--- config.mk ---
export PLATFORM = sky130hd
export DESIGN_NAME = bus_handoff_ctrl
export DESIGN_NICKNAME = d
export VERILOG_FILES = /design/src/rtl/bhc_pkg.sv /design/src/rtl/bhc_line_sampler.sv /design/src/rtl/bhc_grant_fsm.sv /design/src/rtl/bhc_lock_gen.sv /design/src/rtl/bus_handoff_ctrl.sv
export SDC_FILE = /design/constraint.sdc
export NUM_CORES = 1
export LEC_CHECK = 0
export BUFFER_PORTS_ARGS = -buffer_cell sky130_fd_sc_hd__buf_2
export CORE_AREA = 8 8 45 47
export DETAILED_ROUTE_END_ITERATION = 16
export DIE_AREA = 0 0 53 55
export PLACE_DENSITY = 0.66
export SLEW_MARGIN = 20
export SYNTH_ARGS = -nofsm -noshare
export SYNTH_HDL_FRONTEND = slang
export SYNTH_SLANG_ARGS = --single-unit
--- constraint.sdc ---
create_clock -name clk -period 1.3 [get_ports clk]
set_input_delay 0.065 -clock clk [delete_from_list [all_inputs] [get_ports clk]]
set_output_delay 0.065 -clock clk [all_outputs]
set_load 0.02 [all_outputs]
--- src/rtl/bhc_pkg.sv ---
package bhc_pkg;

    localparam logic [2:0] PH_IDLE = 3'd0;
    localparam logic [2:0] PH_T1   = 3'd1;
    localparam logic [2:0] PH_T2   = 3'd2;
    localparam logic [2:0] PH_T3   = 3'd3;
    localparam logic [2:0] PH_T4   = 3'd4;

    typedef enum logic [1:0] {
        HS_OWN,
        HS_FLOAT,
        HS_GAP
    } hs_state_e;

    typedef struct packed {
        logic split_low;
        logic inta_first;
        logic locked;
    } cyc_attr_t;

    // clocks in which a request still counts as early for the current cycle
    function automatic logic is_early_phase(input logic [2:0] ph);
        return (ph == PH_IDLE) || (ph == PH_T1) || (ph == PH_T2);
    endfunction

endpackage

--- src/rtl/bhc_line_sampler.sv ---
module bhc_line_sampler (
    input  logic line_n_i,
    input  logic pull_i,
    output logic seen_o
);
    // a low level only counts when this block is not the one pulling it
    assign seen_o = ~pull_i & ~line_n_i;
endmodule

--- src/rtl/bhc_grant_fsm.sv ---
module bhc_grant_fsm
    import bhc_pkg::*;
#(
    parameter int NUM_CH = 2,
    localparam int CH_W = (NUM_CH > 1) ? $clog2(NUM_CH) : 1
) (
    input  logic              clk,
    input  logic              rst,
    input  logic [2:0]        phase_i,
    input  cyc_attr_t         attr_i,
    input  logic              pending_i,
    input  logic [NUM_CH-1:0] seen_i,
    output logic [NUM_CH-1:0] pull_o,
    output logic              float_o,
    output logic              reclaim_o,
    output logic              resume_t4_o
);
    hs_state_e         state_q, state_d;
    logic [CH_W-1:0]   owner_q, sel;
    logic [NUM_CH-1:0] req_q, req_d, new_req, owner_mask, grant_vec;
    logic              early_q, early_d, found, grant_ok, give_back;

    // lowest-numbered pending line wins
    always_comb begin
        sel   = '0;
        found = 1'b0;
        for (int c = 0; c < NUM_CH; c++) begin
            if (req_q[c] && !found) begin
                sel   = CH_W'(c);
                found = 1'b1;
            end
        end
    end

    assign owner_mask = (state_q == HS_FLOAT) ? (NUM_CH'(1) << owner_q) : '0;
    assign new_req    = seen_i & ~owner_mask;
    assign give_back  = (state_q == HS_FLOAT) && seen_i[owner_q];

    always_comb begin
        grant_ok = 1'b0;
        if (state_q == HS_OWN && found && !attr_i.locked) begin
            if (phase_i == PH_IDLE)
                grant_ok = 1'b1;
            else if (phase_i == PH_T4 && early_q && !attr_i.split_low && !attr_i.inta_first)
                grant_ok = 1'b1;
        end
    end

    assign grant_vec = grant_ok ? (NUM_CH'(1) << sel) : '0;
    assign req_d     = (req_q | new_req) & ~grant_vec;

    always_comb begin
        if (state_q != HS_OWN || grant_ok || phase_i == PH_T4)
            early_d = 1'b0;
        else if (is_early_phase(phase_i) && ((req_q | new_req) != '0))
            early_d = 1'b1;
        else
            early_d = early_q;
    end

    always_comb begin
        state_d = state_q;
        unique case (state_q)
            HS_OWN:   if (grant_ok)  state_d = HS_FLOAT;
            HS_FLOAT: if (give_back) state_d = HS_GAP;
            HS_GAP:   state_d = HS_OWN;
            default:  state_d = HS_OWN;
        endcase
    end

    always_ff @(posedge clk) begin
        if (rst) begin
            state_q <= HS_OWN;
            owner_q <= '0;
            req_q   <= '0;
            early_q <= 1'b0;
        end else begin
            state_q <= state_d;
            req_q   <= req_d;
            early_q <= early_d;
            if (grant_ok) owner_q <= sel;
        end
    end

    assign pull_o      = grant_vec;
    assign float_o     = (state_q == HS_FLOAT);
    assign reclaim_o   = (state_q == HS_GAP);
    assign resume_t4_o = (state_q == HS_GAP) && pending_i;
endmodule

--- src/rtl/bhc_lock_gen.sv ---
module bhc_lock_gen
    import bhc_pkg::*;
(
    input  logic       clk,
    input  logic       rst,
    input  logic [2:0] phase_i,
    input  logic       inta_i,
    input  logic       inta_first_i,
    input  logic       locked_i,
    input  logic       float_i,
    output logic       lock_n_o,
    output logic       lock_oe_o
);
    logic win_q, open_now, close_now, lock_act;

    assign open_now  = (phase_i == PH_T2) && inta_i && inta_first_i;
    assign close_now = (phase_i == PH_T2) && inta_i && !inta_first_i;

    always_ff @(posedge clk) begin
        if (rst)            win_q <= 1'b0;
        else if (open_now)  win_q <= 1'b1;
        else if (close_now) win_q <= 1'b0;
    end

    assign lock_act  = locked_i | open_now | (win_q & ~close_now);
    // released output: enable off, weak level reads as one
    assign lock_n_o  = float_i | ~lock_act;
    assign lock_oe_o = ~float_i;
endmodule

--- src/rtl/bus_handoff_ctrl.sv ---
module bus_handoff_ctrl
    import bhc_pkg::*;
#(
    parameter int NUM_CH = 2
) (
    input  logic              clk,
    input  logic              rst,
    input  logic [2:0]        phase_i,
    input  logic              split_low_i,
    input  logic              inta_i,
    input  logic              inta_first_i,
    input  logic              locked_i,
    input  logic              pending_i,
    input  logic [NUM_CH-1:0] line_n_i,
    output logic [NUM_CH-1:0] line_pull_o,
    output logic              bus_float_o,
    output logic              reclaim_o,
    output logic              resume_t4_o,
    output logic              lock_n_o,
    output logic              lock_oe_o
);
    logic [NUM_CH-1:0] seen;
    cyc_attr_t         attr;

    assign attr.split_low  = split_low_i;
    assign attr.inta_first = inta_i & inta_first_i;
    assign attr.locked     = locked_i;

    for (genvar c = 0; c < NUM_CH; c++) begin : g_line
        bhc_line_sampler u_smp (
            .line_n_i (line_n_i[c]),
            .pull_i   (line_pull_o[c]),
            .seen_o   (seen[c])
        );
    end

    bhc_grant_fsm #(.NUM_CH(NUM_CH)) u_fsm (
        .clk         (clk),
        .rst         (rst),
        .phase_i     (phase_i),
        .attr_i      (attr),
        .pending_i   (pending_i),
        .seen_i      (seen),
        .pull_o      (line_pull_o),
        .float_o     (bus_float_o),
        .reclaim_o   (reclaim_o),
        .resume_t4_o (resume_t4_o)
    );

    bhc_lock_gen u_lock (
        .clk          (clk),
        .rst          (rst),
        .phase_i      (phase_i),
        .inta_i       (inta_i),
        .inta_first_i (inta_first_i),
        .locked_i     (locked_i),
        .float_i      (bus_float_o),
        .lock_n_o     (lock_n_o),
        .lock_oe_o    (lock_oe_o)
    );
endmodule

==> flow_metrics.tcl, run 1 <==
set metrics [dict create \
    outcome "finished with violations" \
    failed_checks "setup timing" \
    clk_latency_ps 260 \
    drt_drc_violations_left 0 \
    num_vias 450 \
    die_area_sq_um 2915 \
    whs_ps 2.018 \
    crit_chain "inv_2 > o31a_4 > nor4_4 > buf_4" \
    grt_usage_pct 8.553 \
    layout_min_cycle_time_ps 1488 \
    cts_num_sinks 7 \
    cts-buffers-inserted 3 \
    final.setup_skew_ps 3.922 \
    setup_tns_ps -624.0 \
    power_frac_clock_pct 36.3 \
    cts.htree.levels 1 \
    crit_path_end_kind "primary output" \
    clk_pin_slew_ps 50 \
    firstDrtPassIters 4 \
    maxSlewViolCount 0 \
    critPathArrivalTime_ps 1420 \
    ant_nets 0 \
    gr-total-overflow 0 \
    holdCritStartpoint "rst" \
    max-slew-margin-rel_pct 81.69 \
    drive_above_1_share_pct 53.95 \
    cp_max_fo 3 \
    die_w_um 53 \
    final_area_sq_um 656.9 \
    finalPower_mw 0.5654 \
    hpwlAfterDp_um 896 \
    syn-instance-count 48 \
    setup_viol_count_final 5 \
    internal_power_mw 0.4047 \
    grt_max_degree 7 \
    power_density_nw_per_um2 860.8 \
    crit_buf_inv 2 \
    p_comb_share_pct 22.1 \
    final_cell_mix "16 x buf_2, 9 x buf_4, 7 x nor2_1" \
    synth_edf_count 0 \
    avgRoutedWirePerCell_um 13.53 \
    start_util_pct 31.37 \
    io_buffers 18 \
    die_h_um 55 \
    p_seq_share_pct 41.6 \
    worst_pin_slew_ps 272.6 \
    leakagePower_nw 0.3130 \
    holdPathStages 2 \
    slowest_delay_ps 340 \
    wl_mm 1.245 \
    fmax_ghz 0.6722 \
    ctsHoldBuffers 0 \
    cts-root-buf "clkbuf_4" \
    hold_class "input pin to flop" \
    synth_cell_types 25 \
    fill_cells 138 \
    reg2reg_depth 6 \
    switching_share_pct 28.43 \
    reg2reg_slack_ps -110 \
    core_area_sq_um 1384 \
    syn-num-nets 60 \
    ys_ff_latch 7 \
    rr_endpoint "u_fsm.owner_q" \
    hold_viol 0 \
    peakVddDrop_uv 435.3 \
    multi_input_area_sq_um 295.3 \
    startpoint_type "flop" \
    layout_setup_ws_ps -187.7 \
    path_class "flop to primary output" \
    drtIter0Drc 10 \
    synthesis.area_sq_um 434.2 \
    floorplan.rows 14 \
    power_switching_mw 0.1608 \
    syn_avg_cell_area_sq_um 9.045 \
    seq_area_sq_um 141.4 \
    yosysWarnings 0 \
    post_dp_cell_area_sq_um 544.3 \
    final_common_cell "buf_2" \
    post-route-period-util_pct 114.4 \
    rr_startpoint "u_fsm.early_q" \
    finalNetCount 89 \
    hold_end "u_fsm.req_q[1]" \
    required_ps 1240 \
    diodes 0 \
    synth_ff_type "dfxtp_1" \
    slowest_stage "dfxtp_2" \
    rsz0062_at_grt "yes" \
    cap_violations 0 \
    yosysSeqAreaShare_pct 32.28 \
    routed_via_density 4.891 \
    ys_async_sr_fraction_pct 0 \
    antenna_found_initial 0 \
    ios 19 \
    crit_family "flip-flops" \
    cts_tree "done" \
    routabilityCongestion 0.7849 \
    grt_pass1_vias 449 \
    clk_path_buf_depth 2 \
    syn_to_final_growth_pct 51.30 \
    grt_pass1_wl_mm 1.814 \
]
[power groups by stage]
stage                     sequential, mW  combinational [mW]  clock, mW
after global placement             0.237              0.0949          0
after detailed placement           0.237              0.0970          0
after floorplan                    0.235              0.0571          0
after CTS                          0.234               0.108      0.203
after global routing               0.236               0.135      0.218
final                              0.235               0.125      0.206
[synth_stat cells (all sizes together) (2+ instances only)]
cell,count,share of area [%]
a21oi,3,3.5
nor2,8,6.9
buf,2,3.5
nor4,2,9.8
nor3,2,2.3
and2,3,4.9
nand2,3,3.2
nand2b,2,2.9
inv,4,3.5
dfxtp,7,32
[repair_timing]
action                                  CTS  global route
pin swaps                                 4             6
endpoints found under the setup margin    4             6
buffers inserted                          3             3
gates cloned                              0             0
gates resized for setup                   5             5
[worst reg2reg max path, stage by stage, from the launching register on]
cell	delay (ps)
dfxtp_2	340
inv_2	40
o31a_4	300
buf_4	140
buf_6	110
nor4_4	260
o2bb2ai_1	100
[area by class of cell]
class | count | area share [%]
Multi-Input combinational cell | 35 | 44.95
Timing Repair Buffer | 26 | 24.19
Sequential cell | 7 | 21.52
Clock buffer | 4 | 4.000
Tap cell | 16 | 3.048
Inverter | 4 | 2.286
[how the worst max path moves through the flow]
stage,start,depth (start not counted),end,slack (ps)
final,u_fsm.early_q,4,line_pull_o[1],-190
after global placement,u_fsm.early_q,4,line_pull_o[1],-20
after floorplan,u_fsm.early_q,4,line_pull_o[1],40
after CTS,u_fsm.early_q,4,line_pull_o[0],-150
after detailed placement,u_fsm.early_q,4,line_pull_o[1],-40
after global routing,u_fsm.early_q,4,line_pull_o[1],-230
[kinds of logic (layout without fill, tap and decap cells)]
group	Yosys count	in the layout	share of synthesized area, %
mux	2	2	4.899
compound gates	10	10	18.73
simple gates	23	23	37.18
buf+inv	6	34	6.914
flops	7	7	32.28
[state kept, by name, summed over array words and instances, names as in the netlist]
signal and count:
u_fsm.owner_q 1, u_fsm.state_q 2, u_fsm.early_q 1, u_fsm.req_q 2, u_lock.win_q 1
[per-layer routing]
layer | track usage (%) | wire [um] | part of all wire [%] | vias to the layer above
li1 | - | - | - | 225
met3 | 2.674 | 111 | 8.9 | 4
met2 | 13.09 | 612 | 49 | 18
met4 | 7.759 | 38 | 3.1 | 0
met1 | 9.356 | 483 | 39 | 203
met5 | 0 | 0 | 0 | -
[stage by stage]
| stage | instances | utilization [%] | worst slack [ps] |
|---|---|---|---|
| finish | 92 | 47.47 | -187.7 |
| global route | 92 | 47.47 | -231.8 |
| CTS | 89 | 43.94 | -154.5 |
| detailed placement | 82 | 39.33 | -37.76 |
| global placement | 82 | 39.33 | -19.88 |
| floorplan | 48 | - | 40.78 |
Power figures use the tool's default switching activity.
==> inputs of run 2 (changes only) <==
Settings changed: CELL_PAD_IN_SITES_DETAIL_PLACEMENT set to 0, CELL_PAD_IN_SITES_GLOBAL_PLACEMENT set to 1, CORE_AREA 8 8 45 47 to unset, CORE_MARGIN set to 8, CORE_UTILIZATION set to 28, DIE_AREA 0 0 53 55 to unset, PLACE_DENSITY 0.66 to 0.75.
==> run 2 against run 1 <==
Net effect:
- the flow still finishes with violations (setup timing)
- worst setup slack improved by 72 ps
- fmax increased by 5.1%
- sequential share of layout area increased by 1.5 points
- largest cell class unchanged
- largest power group unchanged
==> flow_metrics.tcl, run 2 (same netlist as run 1, synthesis figures left out) <==
set metrics [dict create \
    outcome "finished with violations" \
    failed_checks "setup timing" \
    final.setup_skew_ps 3.245 \
    start_util_pct 29.51 \
    cts-root-buf "clkbuf_4" \
    core_area_sq_um 1471 \
    holdPathStages 2 \
    cp_max_fo 3 \
    reg2reg_depth 4 \
    worst_pin_slew_ps 272.1 \
    syn_to_final_growth_pct 42.94 \
    critPathArrivalTime_ps 1350 \
    firstDrtPassIters 2 \
    hold_viol 0 \
    grt_pass1_vias 425 \
    num_vias 419 \
    cts_num_sinks 7 \
    holdCritStartpoint "rst" \
    routed_via_density 4.816 \
    final_common_cell "buf_2" \
    routabilityCongestion 0.7664 \
    crit_start "u_fsm.early_q" \
    peakVddDrop_uv 437.6 \
    layout_min_cycle_time_ps 1416 \
    power_density_nw_per_um2 873.2 \
    ant_nets 0 \
    fin_util_pct 42.18 \
    floorplan.rows 14 \
    drive_above_1_share_pct 52.11 \
    drtIter0Drc 5 \
    grt_max_degree 7 \
    ios 19 \
    setup_tns_ps -210.6 \
    cts_tree "done" \
    die_w_um 55.38 \
    rsz0062_at_grt "yes" \
    drt_drc_violations_left 0 \
    startpoint_type "flop" \
    wl_mm 1.111 \
    clk_pin_slew_ps 50 \
    rr_startpoint "u_fsm.early_q" \
    required_ps 1240 \
    max-slew-margin-rel_pct 81.73 \
    largestRegisters "u_fsm.req_q x2, u_fsm.state_q x2" \
    hold_class "input pin to flop" \
    antenna_found_initial 0 \
    grt_pass1_wl_mm 1.925 \
    leakagePower_nw 0.2809 \
    io_buffers 18 \
    ctsHoldBuffers 0 \
    clk_latency_ps 250 \
    gr-total-overflow 0 \
    finalPower_mw 0.5419 \
    crit_path_end_kind "primary output" \
    fmax_ghz 0.7062 \
    cap_violations 0 \
    cts.htree.levels 1 \
    grt_usage_pct 7.544 \
    path_class "flop to primary output" \
    finalNetCount 84 \
    die_h_um 55.38 \
    post-route-period-util_pct 108.9 \
    cts-buffers-inserted 3 \
    clk_path_buf_depth 2 \
    setup_viol_count_final 2 \
    maxSlewViolCount 0 \
    hpwlAfterDp_um 879.9 \
    final_cell_mix "16 x buf_2, 7 x nor2_1, 5 x buf_4, 5 x dfxtp_1" \
    diodes 0 \
    layout_setup_ws_ps -116.0 \
    die_area_sq_um 3066 \
    avgRoutedWirePerCell_um 12.77 \
]
run 2: final cells by class:
class | instances | area (sq um)
clock buffers | 4 | 26.28
fillers | 163 | 850.8
inverters | 4 | 15.01
multi-input cells | 35 | 299.0
flip-flops and latches | 7 | 142.6
well taps | 16 | 20.02
repair buffers | 21 | 117.6
run 2: metrics by stage:
step	hold WS [ps]	instance area, sq um	setup slack (ps)	std cells
5_1_grt	19.10	620.6	-183.2	87
2_1_floorplan	144.3	434.2	40.78	48
6_report	20.64	620.6	-116.0	87
3_5_place_dp	275.1	544.3	-27.46	82
4_1_cts	15.72	595.6	-119.8	87
3_3_place_gp	272.2	544.3	-15.65	82
run 2: per-layer routing:
metal,share of wire (%),track usage [%],up-vias
li1,-,-,215
met1,44,8.420,187
met2,47,10.42,15
met3,8.4,4.338,2
met4,1.3,5.282,0
met5,0,0,-
run 2: final timing paths:
kind                                        to  slack [ps]
worst max register to register   u_fsm.owner_q          70
worst min-delay path            u_fsm.req_q[0]          20
worst max-delay path            line_pull_o[0]        -120
worst min register to register   u_fsm.owner_q         530
run 2: power breakdown:
part | total (mW) | switching [mW] | internal, mW
Sequential | 0.234 | 0.00946 | 0.225
Clock | 0.198 | 0.0807 | 0.117
Combinational | 0.110 | 0.0576 | 0.0520
Total | 0.542 | 0.148 | 0.394
run 2: repair_timing:
action | CTS | global route
buffers inserted | 1 | 0
endpoints found under the setup margin | 4 | 4
gates resized for setup | 6 | 5
pin swaps | 3 | 0
gates cloned | 0 | 0
run 2: critical path, cell delays in order, from the launching register on:
cell,delay (ps)
dfxtp_2,330
inv_2,40
o31a_4,310
nor4b_4,240
buf_4,190
==> inputs of run 3 (changes only) <==
Settings changed: HOLD_SLACK_MARGIN set to 0.03, SETUP_SLACK_MARGIN set to 0.02.
==> run 3 against run 2 <==
Net effect:
- the flow still finishes with violations (setup timing)
- global-route usage grew 0.092 points
- register-to-register slack gained 20 ps
- fmax grew 0.13%
- clock skew shrank 3.0 ps
- die area is the same
- core utilization grew 0.68 points
- clock power is essentially flat
- design area grew 1.6%
- critical endpoint unchanged
- largest power group unchanged
==> flow_metrics.tcl, run 3 (same netlist as run 1, synthesis figures left out) <==
set metrics [dict create \
    firstDrtPassIters 2 \
    cap_violations 0 \
    maxSlewViolCount 0 \
    avgRoutedWirePerCell_um 12.80 \
    fin_util_pct 42.86 \
    final.setup_skew_ps 0.2487 \
    power_density_nw_per_um2 865.2 \
    clk_latency_ps 250 \
    ios 19 \
    cts_tree "done" \
    wl_mm 1.126 \
    ant_nets 0 \
    num_vias 420 \
    drive_above_1_share_pct 51.39 \
    layout_min_cycle_time_ps 1414 \
    whs_ps 190.7 \
    final_cell_mix "16 x buf_2, 7 x nor2_1, 5 x buf_4, 5 x dfxtp_1" \
    drtIter0Drc 5 \
    gr-total-overflow 0 \
    syn_to_final_growth_pct 45.25 \
    drt_drc_violations_left 0 \
    antenna_found_initial 0 \
    max-slew-margin-rel_pct 82.06 \
    routed_via_density 4.773 \
    clk_pin_slew_ps 50 \
    dp_slack_ps -27.46 \
    largestRegisters "u_fsm.req_q x2, u_fsm.state_q x2" \
    path_class "flop to primary output" \
    hold_viol 0 \
    final_common_cell "buf_2" \
    grt_pass1_wl_mm 1.952 \
    post_dp_cell_area_sq_um 544.3 \
    finalPower_mw 0.5456 \
    failed_checks "setup timing" \
    die_h_um 55.38 \
    fill_cells 161 \
    layout_setup_ws_ps -114.1 \
    cts_num_sinks 7 \
    finalNetCount 85 \
    io_buffers 18 \
    cts-buffers-inserted 3 \
    setup_viol_count_final 2 \
    startpoint_type "flop" \
    post-route-period-util_pct 108.8 \
    grt_usage_pct 7.636 \
    grt_max_degree 7 \
    required_ps 1240 \
    cts-root-buf "clkbuf_4" \
    die_w_um 55.38 \
    hpwlAfterDp_um 879.9 \
    floorplan.rows 14 \
    cp_max_fo 3 \
    outcome "finished with violations" \
    critPathArrivalTime_ps 1350 \
    clk_path_buf_depth 2 \
    rsz0062_at_grt "yes" \
    fmax_ghz 0.7071 \
    peakVddDrop_uv 435.8 \
    grt_pass1_vias 432 \
    routabilityCongestion 0.7664 \
    final_area_sq_um 630.6 \
    leakagePower_nw 0.2855 \
    cts.htree.levels 1 \
    crit_path_end_kind "primary output" \
    diodes 0 \
    start_util_pct 29.51 \
    die_area_sq_um 3066 \
    hold_class "input pin to flop" \
    worst_pin_slew_ps 267.2 \
    core_area_sq_um 1471 \
]
==> run 3: cell types whose count changed in the layout (fill, tap and decap cells not counted) <==
cell / before / now
dlygate4sd3_1: 0 / 1
==> run 3: what timing repair did <==
action / CTS / global route
buffers inserted: 1 / 0
pin swaps: 3 / 1
endpoints found under the setup margin: 4 / 5
hold buffers: 1 / 0
hold endpoints to repair: 2 / 0
resized for setup: 6 / 5
==> run 3: routing by layer <==
layer / share of wire (%) / up-vias / wire, um / track usage (%)
li1: - / 217 / - / -
met5: 0 / - / 0 / 0
met3: 7.9 / 2 / 89 / 4.338
met4: 1.2 / 0 / 14 / 5.282
met1: 44 / 188 / 501 / 8.420
met2: 46 / 13 / 521 / 10.74
==> run 3: final cells by class <==
cell class	count	area [sq um]	area share, %
Clock buffer	4	26.28	4.167
Inverter	4	15.01	2.381
Multi-Input combinational cell	35	299.0	47.42
Sequential cell	7	142.6	22.62
Tap cell	16	20.02	3.175
Timing Repair Buffer	22	127.6	20.24
==> run 3: final timing paths <==
check	startpoint	end	slack (ps)	cells after the start
setup / recovery	u_fsm.early_q	line_pull_o[0]	-110	4
hold reg to reg	u_fsm.owner_q	u_fsm.owner_q	550	2
setup reg to reg	u_fsm.early_q	u_fsm.owner_q	90	4
hold / removal	line_n_i[1]	u_fsm.state_q[1]	190	3
==> run 3: stage by stage <==
| stage | cells | TNS (ps) |
|---|---|---|
| 2_1_floorplan | 48 | 0 |
| 3_3_place_gp | 82 | -33.62 |
| 3_5_place_dp | 82 | -55.78 |
| 4_1_cts | 88 | -218.6 |
| 5_1_grt | 88 | -361.1 |
| 6_report | 88 | -206.2 |
==> run 3: power by group <==
group          switching [mW]  leakage, nW  internal (mW)
clock network          0.0821       0.0150          0.117
logic                  0.0580        0.212         0.0540
registers             0.00947       0.0582          0.225
total                   0.150        0.286          0.396
==> run 3: worst max-delay path: stages (launching register included) <==
cell     delay [ps]
dfxtp_2         330
inv_2            40
o31a_4          310
nor4b_4         240
buf_4           190
